**config.mk**
```make
export PLATFORM = sky130hd
export DESIGN_NAME = pic_cmd_port
export DESIGN_NICKNAME = d
export VERILOG_FILES = /design/src/rtl/pic_cmd_pkg.sv /design/src/rtl/pic_prio_search.sv /design/src/rtl/pic_init_seq.sv /design/src/rtl/pic_cmd_port.sv
export SDC_FILE = /design/constraint.sdc
export NUM_CORES = 1
export LEC_CHECK = 0
export ABC_AREA = 1
export BUFFER_PORTS_ARGS = -buffer_cell sky130_fd_sc_hd__buf_2
export CAP_MARGIN = 25
export CORE_ASPECT_RATIO = 0.8
export CORE_MARGIN = 2
export CORE_UTILIZATION = 48
export CTS_BUF_LIST = sky130_fd_sc_hd__clkbuf_2 sky130_fd_sc_hd__clkbuf_4 sky130_fd_sc_hd__clkbuf_8
export DETAILED_ROUTE_END_ITERATION = 10
export PLACE_DENSITY = 0.77
export RECOVER_POWER = 25
export SLEW_MARGIN = 15
export SYNTH_ARGS = -nofsm -noshare
export SYNTH_HDL_FRONTEND = slang
export SYNTH_SLANG_ARGS = --single-unit
```
**constraint.sdc**
```tcl
create_clock -name clk -period 8.95 [get_ports clk]
set_input_delay 1.79 -clock clk [delete_from_list [all_inputs] [get_ports clk]]
set_output_delay 1.79 -clock clk [all_outputs]
set_load 0.03 [all_outputs]
```
**src/rtl/pic_cmd_pkg.sv**
```systemverilog
package pic_cmd_pkg;

  // Setup sequencer position
  typedef enum logic [1:0] {
    STEP_RUN  = 2'd0,
    STEP_BASE = 2'd1,
    STEP_CASC = 2'd2,
    STEP_MODE = 2'd3
  } init_step_e;

  // Priority command field of a location-0 write
  typedef enum logic [2:0] {
    OP_ROT_CLR = 3'd0,
    OP_EOI     = 3'd1,
    OP_NOP     = 3'd2,
    OP_SEOI    = 3'd3,
    OP_ROT_SET = 3'd4,
    OP_REOI    = 3'd5,
    OP_SETPRI  = 3'd6,
    OP_RSEOI   = 3'd7
  } prio_op_e;

  // Classification of a location-0 write
  typedef enum logic [1:0] {
    WK_NONE = 2'd0,
    WK_INIT = 2'd1,
    WK_MODE = 2'd2,
    WK_OP   = 2'd3
  } wr_kind_e;

endpackage

```
**src/rtl/pic_prio_search.sv**
```systemverilog
module pic_prio_search #(
  parameter int LINES = 8,
  localparam int LW = $clog2(LINES)
) (
  input  logic [LINES-1:0] vec,
  input  logic [LW-1:0]    base,
  output logic             hit,
  output logic [LW-1:0]    line
);

  // Per-rank candidate lines; rank k maps to line base+k (wrapping)
  logic [LW-1:0]    cand_line [LINES];
  logic [LINES-1:0] cand_set;

  for (genvar k = 0; k < LINES; k++) begin : g_rank
    assign cand_line[k] = base + LW'(k);
    assign cand_set[k]  = vec[cand_line[k]];
  end

  always_comb begin
    hit  = 1'b0;
    line = '0;
    for (int k = LINES - 1; k >= 0; k--) begin
      if (cand_set[k]) begin
        hit  = 1'b1;
        line = cand_line[k];
      end
    end
  end


  always_comb begin
    if (hit) begin
      hit_line_set_chk: assert (vec[line]);
    end
  end

endmodule

```
**src/rtl/pic_init_seq.sv**
```systemverilog
module pic_init_seq
  import pic_cmd_pkg::*;
(
  input  logic       clk,
  input  logic       rst_n,
  input  logic       start,
  input  logic       data_wr,
  input  logic       need4,
  input  logic       single,
  output init_step_e step
);

  init_step_e step_nx;

  always_comb begin
    step_nx = step;
    if (start) begin
      step_nx = STEP_BASE;
    end else if (data_wr) begin
      unique case (step)
        STEP_RUN:  step_nx = STEP_RUN;
        STEP_BASE: step_nx = single ? (need4 ? STEP_MODE : STEP_RUN) : STEP_CASC;
        STEP_CASC: step_nx = need4 ? STEP_MODE : STEP_RUN;
        STEP_MODE: step_nx = STEP_RUN;
        default:   step_nx = STEP_RUN;
      endcase
    end
  end

  always_ff @(posedge clk) begin
    if (!rst_n) step <= STEP_RUN;
    else        step <= step_nx;
  end


  base_branch_chk: assert property (@(posedge clk) disable iff (!rst_n)
    (step == STEP_BASE && data_wr && !start && !single) |=> step == STEP_CASC);


  casc_exit_chk: assert property (@(posedge clk) disable iff (!rst_n)
    (step == STEP_CASC && data_wr && !start && !need4) |=> step == STEP_RUN);


  mode_exit_chk: assert property (@(posedge clk) disable iff (!rst_n)
    (step == STEP_MODE && data_wr && !start) |=> step == STEP_RUN);


  start_enter_chk: assert property (@(posedge clk) disable iff (!rst_n)
    start |=> step == STEP_BASE);

endmodule

```
**src/rtl/pic_cmd_port.sv**
```systemverilog
module pic_cmd_port
  import pic_cmd_pkg::*;
#(
  parameter int LINES = 8,
  localparam int LW   = $clog2(LINES),
  localparam int VB_W = 8 - LW
) (
  input  logic             clk,
  input  logic             rst_n,
  input  logic             reg_addr,
  input  logic             wr_en,
  input  logic             rd_en,
  input  logic [7:0]       wr_data,
  input  logic [LINES-1:0] req_vec,
  input  logic             ack_valid,
  input  logic [LW-1:0]    ack_line,
  output logic [7:0]       rd_data,
  output logic [LINES-1:0] irq_mask,
  output logic [LINES-1:0] in_service,
  output logic [LW-1:0]    prio_base,
  output logic             auto_eoi,
  output logic             rot_on_aeoi,
  output logic             nested_mode,
  output logic             special_mask,
  output logic             single_mode,
  output logic [VB_W-1:0]  vec_base
);

  logic need4;
  logic poll_armed;
  logic rd_sel;

  // Write decode
  wr_kind_e  wkind;
  prio_op_e  op;
  logic      data_wr;
  logic [LW-1:0] sel_line;

  always_comb begin
    wkind = WK_NONE;
    if (wr_en && !reg_addr) begin
      if (wr_data[4])      wkind = WK_INIT;
      else if (wr_data[3]) wkind = WK_MODE;
      else                 wkind = WK_OP;
    end
  end

  assign op       = prio_op_e'(wr_data[7:5]);
  assign data_wr  = wr_en && reg_addr;
  assign sel_line = wr_data[LW-1:0];

  // Setup sequencer
  init_step_e step;

  pic_init_seq u_seq (
    .clk     (clk),
    .rst_n   (rst_n),
    .start   (wkind == WK_INIT),
    .data_wr (data_wr),
    .need4   (need4),
    .single  (single_mode),
    .step    (step)
  );

  // Priority searches
  logic [LINES-1:0] req_eff;
  logic [LINES-1:0] isr_cmp;
  logic             req_hit, cur_hit, eoi_hit;
  logic [LW-1:0]    req_line, cur_line, eoi_line;
  logic [LW-1:0]    req_rank, cur_rank;
  logic             win;

  assign req_eff = req_vec & ~irq_mask;
  assign isr_cmp = special_mask ? (in_service & ~irq_mask) : in_service;

  pic_prio_search #(.LINES(LINES)) u_req (
    .vec (req_eff), .base (prio_base), .hit (req_hit), .line (req_line)
  );

  pic_prio_search #(.LINES(LINES)) u_cur (
    .vec (isr_cmp), .base (prio_base), .hit (cur_hit), .line (cur_line)
  );

  pic_prio_search #(.LINES(LINES)) u_eoi (
    .vec (in_service), .base (prio_base), .hit (eoi_hit), .line (eoi_line)
  );

  assign req_rank = req_line - prio_base;
  assign cur_rank = cur_line - prio_base;
  assign win      = req_hit && (!cur_hit || (req_rank < cur_rank));

  // Acknowledge path (external or by poll read)
  logic          poll_rd;
  logic          take;
  logic [LW-1:0] take_line;

  assign poll_rd   = rd_en && poll_armed;
  assign take      = ack_valid || (poll_rd && win);
  assign take_line = ack_valid ? ack_line : req_line;

  // State registers
  always_ff @(posedge clk) begin
    if (!rst_n) begin
      irq_mask     <= '0;
      in_service   <= '0;
      prio_base    <= '0;
      auto_eoi     <= 1'b0;
      rot_on_aeoi  <= 1'b0;
      nested_mode  <= 1'b0;
      special_mask <= 1'b0;
      single_mode  <= 1'b0;
      need4        <= 1'b0;
      poll_armed   <= 1'b0;
      rd_sel       <= 1'b0;
      vec_base     <= '0;
    end else begin
      unique case (wkind)
        WK_INIT: begin
          irq_mask     <= '0;
          in_service   <= '0;
          prio_base    <= '0;
          auto_eoi     <= 1'b0;
          rot_on_aeoi  <= 1'b0;
          nested_mode  <= 1'b0;
          special_mask <= 1'b0;
          poll_armed   <= 1'b0;
          rd_sel       <= 1'b0;
          vec_base     <= '0;
          need4        <= wr_data[0];
          single_mode  <= wr_data[1];
        end
        WK_MODE: begin
          if (wr_data[2]) poll_armed   <= 1'b1;
          if (wr_data[1]) rd_sel       <= wr_data[0];
          if (wr_data[6]) special_mask <= wr_data[5];
        end
        WK_OP: begin
          unique case (op)
            OP_ROT_CLR: rot_on_aeoi <= 1'b0;
            OP_ROT_SET: rot_on_aeoi <= 1'b1;
            OP_EOI, OP_REOI: begin
              if (eoi_hit) begin
                in_service[eoi_line] <= 1'b0;
                if (op == OP_REOI) prio_base <= eoi_line + LW'(1);
              end
            end
            OP_SEOI:   in_service[sel_line] <= 1'b0;
            OP_SETPRI: prio_base <= sel_line + LW'(1);
            OP_RSEOI: begin
              in_service[sel_line] <= 1'b0;
              prio_base            <= sel_line + LW'(1);
            end
            default: ;
          endcase
        end
        default: begin
          if (data_wr) begin
            unique case (step)
              STEP_RUN:  irq_mask <= wr_data[LINES-1:0];
              STEP_BASE: vec_base <= wr_data[7:LW];
              STEP_MODE: begin
                nested_mode <= wr_data[4];
                auto_eoi    <= wr_data[1];
              end
              default: ;
            endcase
          end
        end
      endcase

      if (take) begin
        if (auto_eoi) begin
          if (rot_on_aeoi) prio_base <= take_line + LW'(1);
        end else begin
          in_service[take_line] <= 1'b1;
        end
      end

      if (poll_rd) poll_armed <= 1'b0;
    end
  end

  // Read data
  always_comb begin
    if (poll_rd)       rd_data = win ? (8'h80 | 8'(req_line)) : 8'h00;
    else if (reg_addr) rd_data = 8'(irq_mask);
    else if (rd_sel)   rd_data = 8'(in_service);
    else               rd_data = 8'(req_vec);
  end

  // Input contract: one access kind per cycle
  excl_access_chk: assert property (@(posedge clk) disable iff (!rst_n)
    !(ack_valid && (wr_en || rd_en)) && !(wr_en && rd_en));


  init_clear_chk: assert property (@(posedge clk) disable iff (!rst_n)
    (wkind == WK_INIT) |=> (irq_mask == '0 && in_service == '0 && prio_base == '0));


  mask_hold_chk: assert property (@(posedge clk) disable iff (!rst_n)
    !wr_en |=> $stable(irq_mask));


  ack_sets_isr_chk: assert property (@(posedge clk) disable iff (!rst_n)
    (ack_valid && !auto_eoi) |=> in_service[$past(ack_line)]);


  aeoi_keeps_isr_chk: assert property (@(posedge clk) disable iff (!rst_n)
    (ack_valid && auto_eoi) |=> $stable(in_service));


  poll_disarm_chk: assert property (@(posedge clk) disable iff (!rst_n)
    poll_rd |=> !poll_armed);


  poll_empty_chk: assert property (@(posedge clk) disable iff (!rst_n)
    (poll_rd && !req_hit) |-> rd_data == 8'h00);

endmodule

```
==> run metrics, run 1 <==
Sw Ratio=44.2%; Via Count=5266; CP Launch Type=flop; Synth warnings=0; post-route setup TNS=0 ns; Setup violations, final=0; port bufs=61; R2R Setup Slk=roughly 3.4 ns; Pre-antenna DRT Iters=6; CP Launch Point=prio_base[1]$_SDFF_PN0_; DRT Wirelength=around 13 mm; Tot Pwr=0.539 mW; Min-Delay Path Class=reg2reg; I/O pin cnt=between 60 and 70; Syn Area/Cell=approximately 5.3 um^2; # diodes=0; status=finished, final reports clean; Setup Skew=0.0111 ns; Worst Path Buf+Inv=4; max_cap viols=0; slowest stage delay, CP=0.87 ns; vias in the first global route=4418; clk_lat worst skew=approximately 0.3 ns; met1 Use GR=~43%; initial antenna violation count=0; CP max stage cell=ha_1; Remaining DRCs=0; syn nets=800; initial core utilization=48.8%; Yosys cell types=34; CP arrival=5.58 ns; Comb power frac=between 40% and 50%; core area=8370 um^2; Max Fclk=136 MHz; Worst R2R Start=prio_base[1]$_SDFF_PN0_; CTS max path bufs=2; most used cell, CP=nand2_1; path length in cells of the critical path=25; delay-heaviest family, CP=adder cells; Worst Tran Pin Value=0.749 ns; Worst Path Required=7.16 ns; FF-to-FF End=in_service[7]$_SDFF_PN0_; DR iter-0 viols=642; sequential fraction of design power=31.1%; Clock transition at path regs=0.07 ns; largest net degree at the start of global routing=36; share of cells above drive strength 1=a little over a tenth; RSZ-0062 raised after global routing=no; gr busiest metal=met1; hold buffers post-CTS=0; # H-tree levels=2; Sink Count=34; cts repair resizes=0; Pint=0.301 mW; Post-DRT Antenna Nets=0; sequential fraction of the synthesis area=16.7%; period utilisation layout=82.3%; post-CTS setup buffer count=0; DIE HEIGHT=86.5 um; Layout Nets=846; met2 global-route usage=42.5%; max-slew violations=0; crit path to=rd_data[0]; pwr/cell area=around 120 nW/um^2; FF+latch count, synth=34; Clk pwr share=23.6%; crit end category=primary output; Num CTS Buffers=5; global-route wire length before repair=21.8 mm; routed length per placed instance=14.6 um; GR Layer Usage met3=6.77%; Register-to-Register Path Depth=30; all-layer global routing usage=29.2%; TritonCTS clock tree=done; Leak=around 2.3 nW; minimum clock period=7.37 ns; Crit Path Max Fanout=26; Layout area overhead=10.2%; placer's final routability congestion estimate=roughly 1; post-route cell area=around 4500 um^2; root buffer cell=clkbuf_8; die area=9260 um^2; Rel. slew slack=50.0%; Syn Std Cell Area=around 4000 um^2; Rows=30; VDD IR max=0.0000724 V; Placed Area=4430 um^2; via density per instance=5.71; post-detail-place hpwl=between 10 and 15 mm; Final Hold Vio Count=0; crit path kind=reg2out; Mapped Cells=764; switching power total=0.238 mW; die span in x=107 um; gr ovfl total=0
## flip-flops by register name (all words and copies together) (netlist names)
signal	cells
u_seq.step	2
irq_mask	8
rd_sel	1
rot_on_aeoi	1
prio_base	3
vec_base	5
nested_mode	1
poll_armed	1
special_mask	1
single_mode	1
need4	1
in_service	8
auto_eoi	1
## area by class of cell
| class | instances | area, um^2 |
|---|---|---|
| Clock buffer | 7 | 90.1 |
| Multi-Input combinational cell | 609 | 2920 |
| Clock inverter | 1 | 5.00 |
| Tap cell | 112 | 140 |
| Timing Repair Buffer | 64 | 307 |
| Inverter | 96 | 360 |
| Fill cell | 894 | 3870 |
| Sequential cell | 34 | 681 |
## cell usage after synthesis (all sizes together)
master | n | share of area (%)
o31ai | 4 | 0.74
nand3 | 133 | 17
buf | 17 | 2.3
a311oi | 3 | 0.64
nor2 | 41 | 4.0
fa | 2 | 0.98
a22oi | 1 | 0.18
a21boi | 1 | 0.18
nor3 | 7 | 0.86
clkbuf | 8 | 0.74
clkinv | 2 | 0.18
o22ai | 2 | 0.31
a21oi | 61 | 7.6
o21ai | 43 | 5.3
xnor2 | 2 | 0.43
ha | 9 | 2.8
o21bai | 1 | 0.18
a211oi | 3 | 0.55
a31oi | 3 | 0.46
nand4 | 4 | 0.61
dfxtp | 34 | 17
xor2 | 3 | 0.83
o211ai | 10 | 1.8
nand2 | 273 | 26
or2 | 3 | 0.46
inv | 94 | 8.6
## cell families (layout without fill, tap and decap cells)
| kind of cell | Yosys count | after routing | share of synthesized area (%) |
|---|---|---|---|
| fa+ha+maj | 11 | 11 | 3.74 |
| simple gates | 461 | 461 | 48.5 |
| compound gates | 132 | 132 | 17.9 |
| buf+inv | 121 | 168 | 11.9 |
| xor+xnor | 5 | 5 | 1.26 |
| flops | 34 | 34 | 16.7 |
## worst min-delay path by stage
| stage | cells after the start | slack, ns | to | start |
|---|---|---|---|---|
| 5_1_grt | 2 | 0.49 | nested_mode$_SDFFE_PN0P_ | nested_mode$_SDFFE_PN0P_ |
| 2_1_floorplan | 2 | 0.45 | poll_armed$_SDFFE_PP0P_ | poll_armed$_SDFFE_PP0P_ |
| 4_1_cts | 2 | 0.47 | vec_base[1]$_SDFFE_PN0P_ | vec_base[1]$_SDFFE_PN0P_ |
| 3_5_place_dp | 2 | 0.46 | vec_base[1]$_SDFFE_PN0P_ | vec_base[1]$_SDFFE_PN0P_ |
| 6_report | 2 | 0.47 | nested_mode$_SDFFE_PN0P_ | nested_mode$_SDFFE_PN0P_ |
| 3_3_place_gp | 2 | 0.46 | vec_base[4]$_SDFFE_PN0P_ | vec_base[4]$_SDFFE_PN0P_ |
## metrics by stage
step | std cells | hold slack [ns] | worst slack [ns] | util (%)
after floorplan | 764 | 0.450 | 2.43 | -
after global placement | 915 | 0.455 | 2.17 | 52.9
after detailed placement | 915 | 0.457 | 2.09 | 52.9
after CTS | 923 | 0.468 | 1.73 | 54.0
after global routing | 923 | 0.489 | 1.15 | 53.8
final | 923 | 0.470 | 1.58 | 53.8
## layout by cell type, fill, tap and decap left out
master / Yosys / final
nand3_2: 5 / 5
a311oi_1: 3 / 3
a211oi_1: 3 / 3
buf_4: 4 / 3
clkinv_1: 2 / 2
o22ai_1: 2 / 2
dfxtp_1: 34 / 34
xnor2_1: 2 / 2
o21ai_1: 6 / 6
a21boi_0: 1 / 1
or2_2: 3 / 3
inv_2: 9 / 9
a22oi_1: 1 / 1
a21oi_1: 60 / 60
xor2_1: 2 / 2
a31oi_1: 3 / 3
clkbuf_8: 0 / 6
buf_2: 13 / 44
clkinv_2: 0 / 1
o31ai_1: 4 / 4
fa_1: 2 / 2
nor3_1: 7 / 7
o21ai_0: 37 / 37
nor2_1: 40 / 40
xor2_2: 1 / 1
ha_1: 9 / 9
nand4_1: 4 / 4
nand2_1: 263 / 263
clkbuf_4: 0 / 1
a21oi_2: 1 / 1
nor2_4: 1 / 1
inv_1: 85 / 85
clkbuf_1: 8 / 17
nand2_2: 10 / 10
o21bai_1: 1 / 1
nand3_1: 128 / 128
o211ai_1: 10 / 10
## routing by layer
metal | vias up | share of wire (%)
li1 | 2594 | -
met1 | 2327 | 44
met2 | 314 | 41
met3 | 31 | 13
met4 | 0 | 2.3
met5 | - | 0
## worst min-delay path, delay by kind of cell (launching register included)
family | cells | cell delay (ns)
and+or+nand+nor | 1 | 0.06
DFF | 1 | 0.31
AOI/OAI and AO/OA | 1 | 0.05
## power by group through the flow
stage          combinational (mW)  sequential (mW)  clock [mW]
2_1_floorplan               0.177            0.175           0
3_3_place_gp                0.240            0.170           0
3_5_place_dp                0.240            0.170           0
4_1_cts                     0.241            0.167       0.128
5_1_grt                     0.276            0.168       0.137
6_report                    0.244            0.168       0.127
(Power assumes the default switching activity.)
==> run 2, diff against run 1 <==
--- a/config.mk
+++ b/config.mk
@@ -13,7 +13,7 @@
 export CORE_UTILIZATION = 48
 export CTS_BUF_LIST = sky130_fd_sc_hd__clkbuf_2 sky130_fd_sc_hd__clkbuf_4 sky130_fd_sc_hd__clkbuf_8
 export DETAILED_ROUTE_END_ITERATION = 10
-export PLACE_DENSITY = 0.77
+export PLACE_DENSITY = 0.8
 export RECOVER_POWER = 25
 export SLEW_MARGIN = 15
 export SYNTH_ARGS = -nofsm -noshare
==> constraint.sdc (replaced) <==
create_clock -name clk -period 6.6 [get_ports clk]
set_input_delay 1.32 -clock clk [delete_from_list [all_inputs] [get_ports clk]]
set_output_delay 1.32 -clock clk [all_outputs]
set_load 0.03 [all_outputs]
==> run 2 against run 1 <==
Core utilization is 0.13 points higher. Non-clock buffer count grew 3. Via count is the same. Die area unchanged. Sequential power grew 35%. Combinational power is 39% higher. Power up 35%. Final cell count up 0.22%. Critical endpoint unchanged. Largest power group unchanged. Highest routed layer unchanged.
==> run metrics, run 2 (synthesis results as in run 1) <==
final hold slack=0.470 ns (about the same); clk_lat worst skew=0.29 ns (was 0.30 ns); Leak=2.30 nW (was 2.29 nW); gr ovfl total=0 (unchanged); Clock transition at path regs=0.07 ns (about the same); most common cell after layout, fill and taps aside=nand2_1 (unchanged); die area=9260 um^2 (unchanged); all-layer global routing usage=30.0% (was 29.2%); I/O pin cnt=62 (unchanged); crit path kind=reg2out (unchanged); Via Count=5266 (unchanged); Setup Skew=0.00662 ns (was 0.0111 ns); FF/Latch Area=681 um^2 (unchanged); CP Launch Type=flop (unchanged); post-detail-place hpwl=10.6 mm (was 10.3 mm); CP arrival=4.73 ns (was 5.58 ns); Min-Delay Path Class=reg2reg (unchanged); CTS max path bufs=2 (unchanged); # diodes=0 (unchanged); max_cap viols=0 (unchanged); VDD IR max=0.0000961 V (was 0.0000724 V); root buffer cell=clkbuf_8 (unchanged); Final Hold Vio Count=0 (unchanged); status=finished, final reports clean (unchanged); die span in x=107 um (unchanged); most frequent cells in the layout=nand2_1, nand3_1, inv_1, a21oi_1, buf_2 (unchanged); Worst Tran Pin Value=0.556 ns (was 0.749 ns); initial core utilization=48.8% (unchanged); Sink Count=34 (unchanged); Cell Count Post-Placement=918 (was 915); minimum clock period=6.05 ns; Remaining DRCs=0 (unchanged); port bufs=61 (unchanged); # H-tree levels=2 (unchanged); share of cells above drive strength 1=10.7% (was 10.5%); post-route setup TNS=0 ns (unchanged); Num CTS Buffers=5 (unchanged); Rel. slew slack=62.7% (was 50.0%); global-route wire length before repair=22.4 mm (was 21.8 mm); cts repair resizes=0 (unchanged); routed length per placed instance=14.8 um (was 14.6 um); Final Worst Setup Slack=0.552 ns (was 1.58 ns); via density per instance=5.69 (was 5.71); placer's final routability congestion estimate=1.05 (was 0.976); DR iter-0 viols=596 (was 642); Post-DRT Antenna Nets=0 (unchanged); initial antenna violation count=0 (unchanged); vias in the first global route=4651 (was 4418); Crit Path Max Fanout=30 (was 26); pwr/cell area=161 nW/um^2 (was 120 nW/um^2); Max Fclk=165 MHz; Setup violations, final=0 (unchanged); period utilisation layout=around 92%; footprint of the multi-input gates=2920 um^2 (unchanged); crit end category=primary output (unchanged); TritonCTS clock tree=done (unchanged); RSZ-0062 raised after global routing=no (unchanged); registers with the most flip-flops=in_service (8), irq_mask (8), vec_base (5) (unchanged); Rows=30 (unchanged); Worst Path Required=5.28 ns (was 7.16 ns); Layout area overhead=10.5% (was 10.2%); DIE HEIGHT=86.5 um (unchanged); largest net degree at the start of global routing=35 (was 36); post-CTS setup buffer count=0 (unchanged); hold buffers post-CTS=0 (unchanged); DRT Wirelength=13.7 mm (was 13.5 mm); Layout Nets=849 (was 846); core area=8370 um^2 (unchanged); Pre-antenna DRT Iters=5 (was 6); max-slew violations=0 (unchanged); Fillers=897 (was 894); Non-Filler Instances=925 (was 923); pre-CTS setup slack=0.840 ns (was 2.09 ns)
==> run 2: cell count changes in the layout (fill, tap and decap cells not counted), sizes merged <==
cell / change
buf: +3
clkinv: -1
==> run 2: worst max-delay path, stage by stage (launching register included) <==
cell	delay [ns]
dfxtp_1	0.32
inv_2	0.37
ha_1	0.32
buf_4	0.21
inv_2	0.26
nand3_1	0.16
nand3_1	0.14
nand2_1	0.13
o21ai_1	0.18
nand2_1	0.07
nand2_1	0.05
nand2_1	0.04
nand2_1	0.05
nand2_1	0.06
nand2_1	0.08
inv_1	0.05
ha_1	0.19
fa_1	0.41
xnor2_1	0.14
ha_1	0.32
a21oi_1	0.16
nand2_1	0.07
nand2_1	0.08
nand2_2	0.08
o21ai_0	0.26
buf_2	0.25
==> run 2: metal layers <==
metal | routed length [um] | GRT usage (%) | up-vias
li1 | - | - | 2597
met4 | 364 | 8.50 | 0
met3 | 1780 | 5.79 | 40
met1 | 6000 | 43.9 | 2291
met2 | 5550 | 44.8 | 338
met5 | 0 | 0 | -
==> run 2: area by class of cell <==
type                    instances  share of cell area, %
multi-input cells             609                   64.7
flip-flops and latches         34                   15.1
clock buffers                   7                   1.86
well taps                     112                   3.11
repair buffers                 67                   7.30
inverters                      96                   7.99
==> run 2: path summary, 6_finish.rpt <==
path	startpoint	to	slack, ns	depth (start not counted)
setup / recovery	prio_base[0]$_SDFF_PN0_	rd_data[0]	0.55	25
hold reg to reg	nested_mode$_SDFFE_PN0P_	nested_mode$_SDFFE_PN0P_	0.47	2
setup reg to reg	prio_base[0]$_SDFF_PN0_	prio_base[2]$_SDFF_PN0_	1.99	28
hold / removal	nested_mode$_SDFFE_PN0P_	nested_mode$_SDFFE_PN0P_	0.47	2
==> run 2: where the power goes <==
part	internal (mW)	switching, mW	total [mW]
Combinational	0.108	0.230	0.338
Sequential	0.213	0.0145	0.227
Clock	0.0810	0.0797	0.161
==> run 2: metrics by stage <==
stage	area, um^2	total power, mW	util (%)
4_1_cts	4530	0.719	54.1
3_5_place_dp	4450	0.561	53.1
6_report	4510	0.726	53.9
2_1_floorplan	4080	0.478	-
5_1_grt	4510	0.783	53.9
3_3_place_gp	4450	0.558	53.1
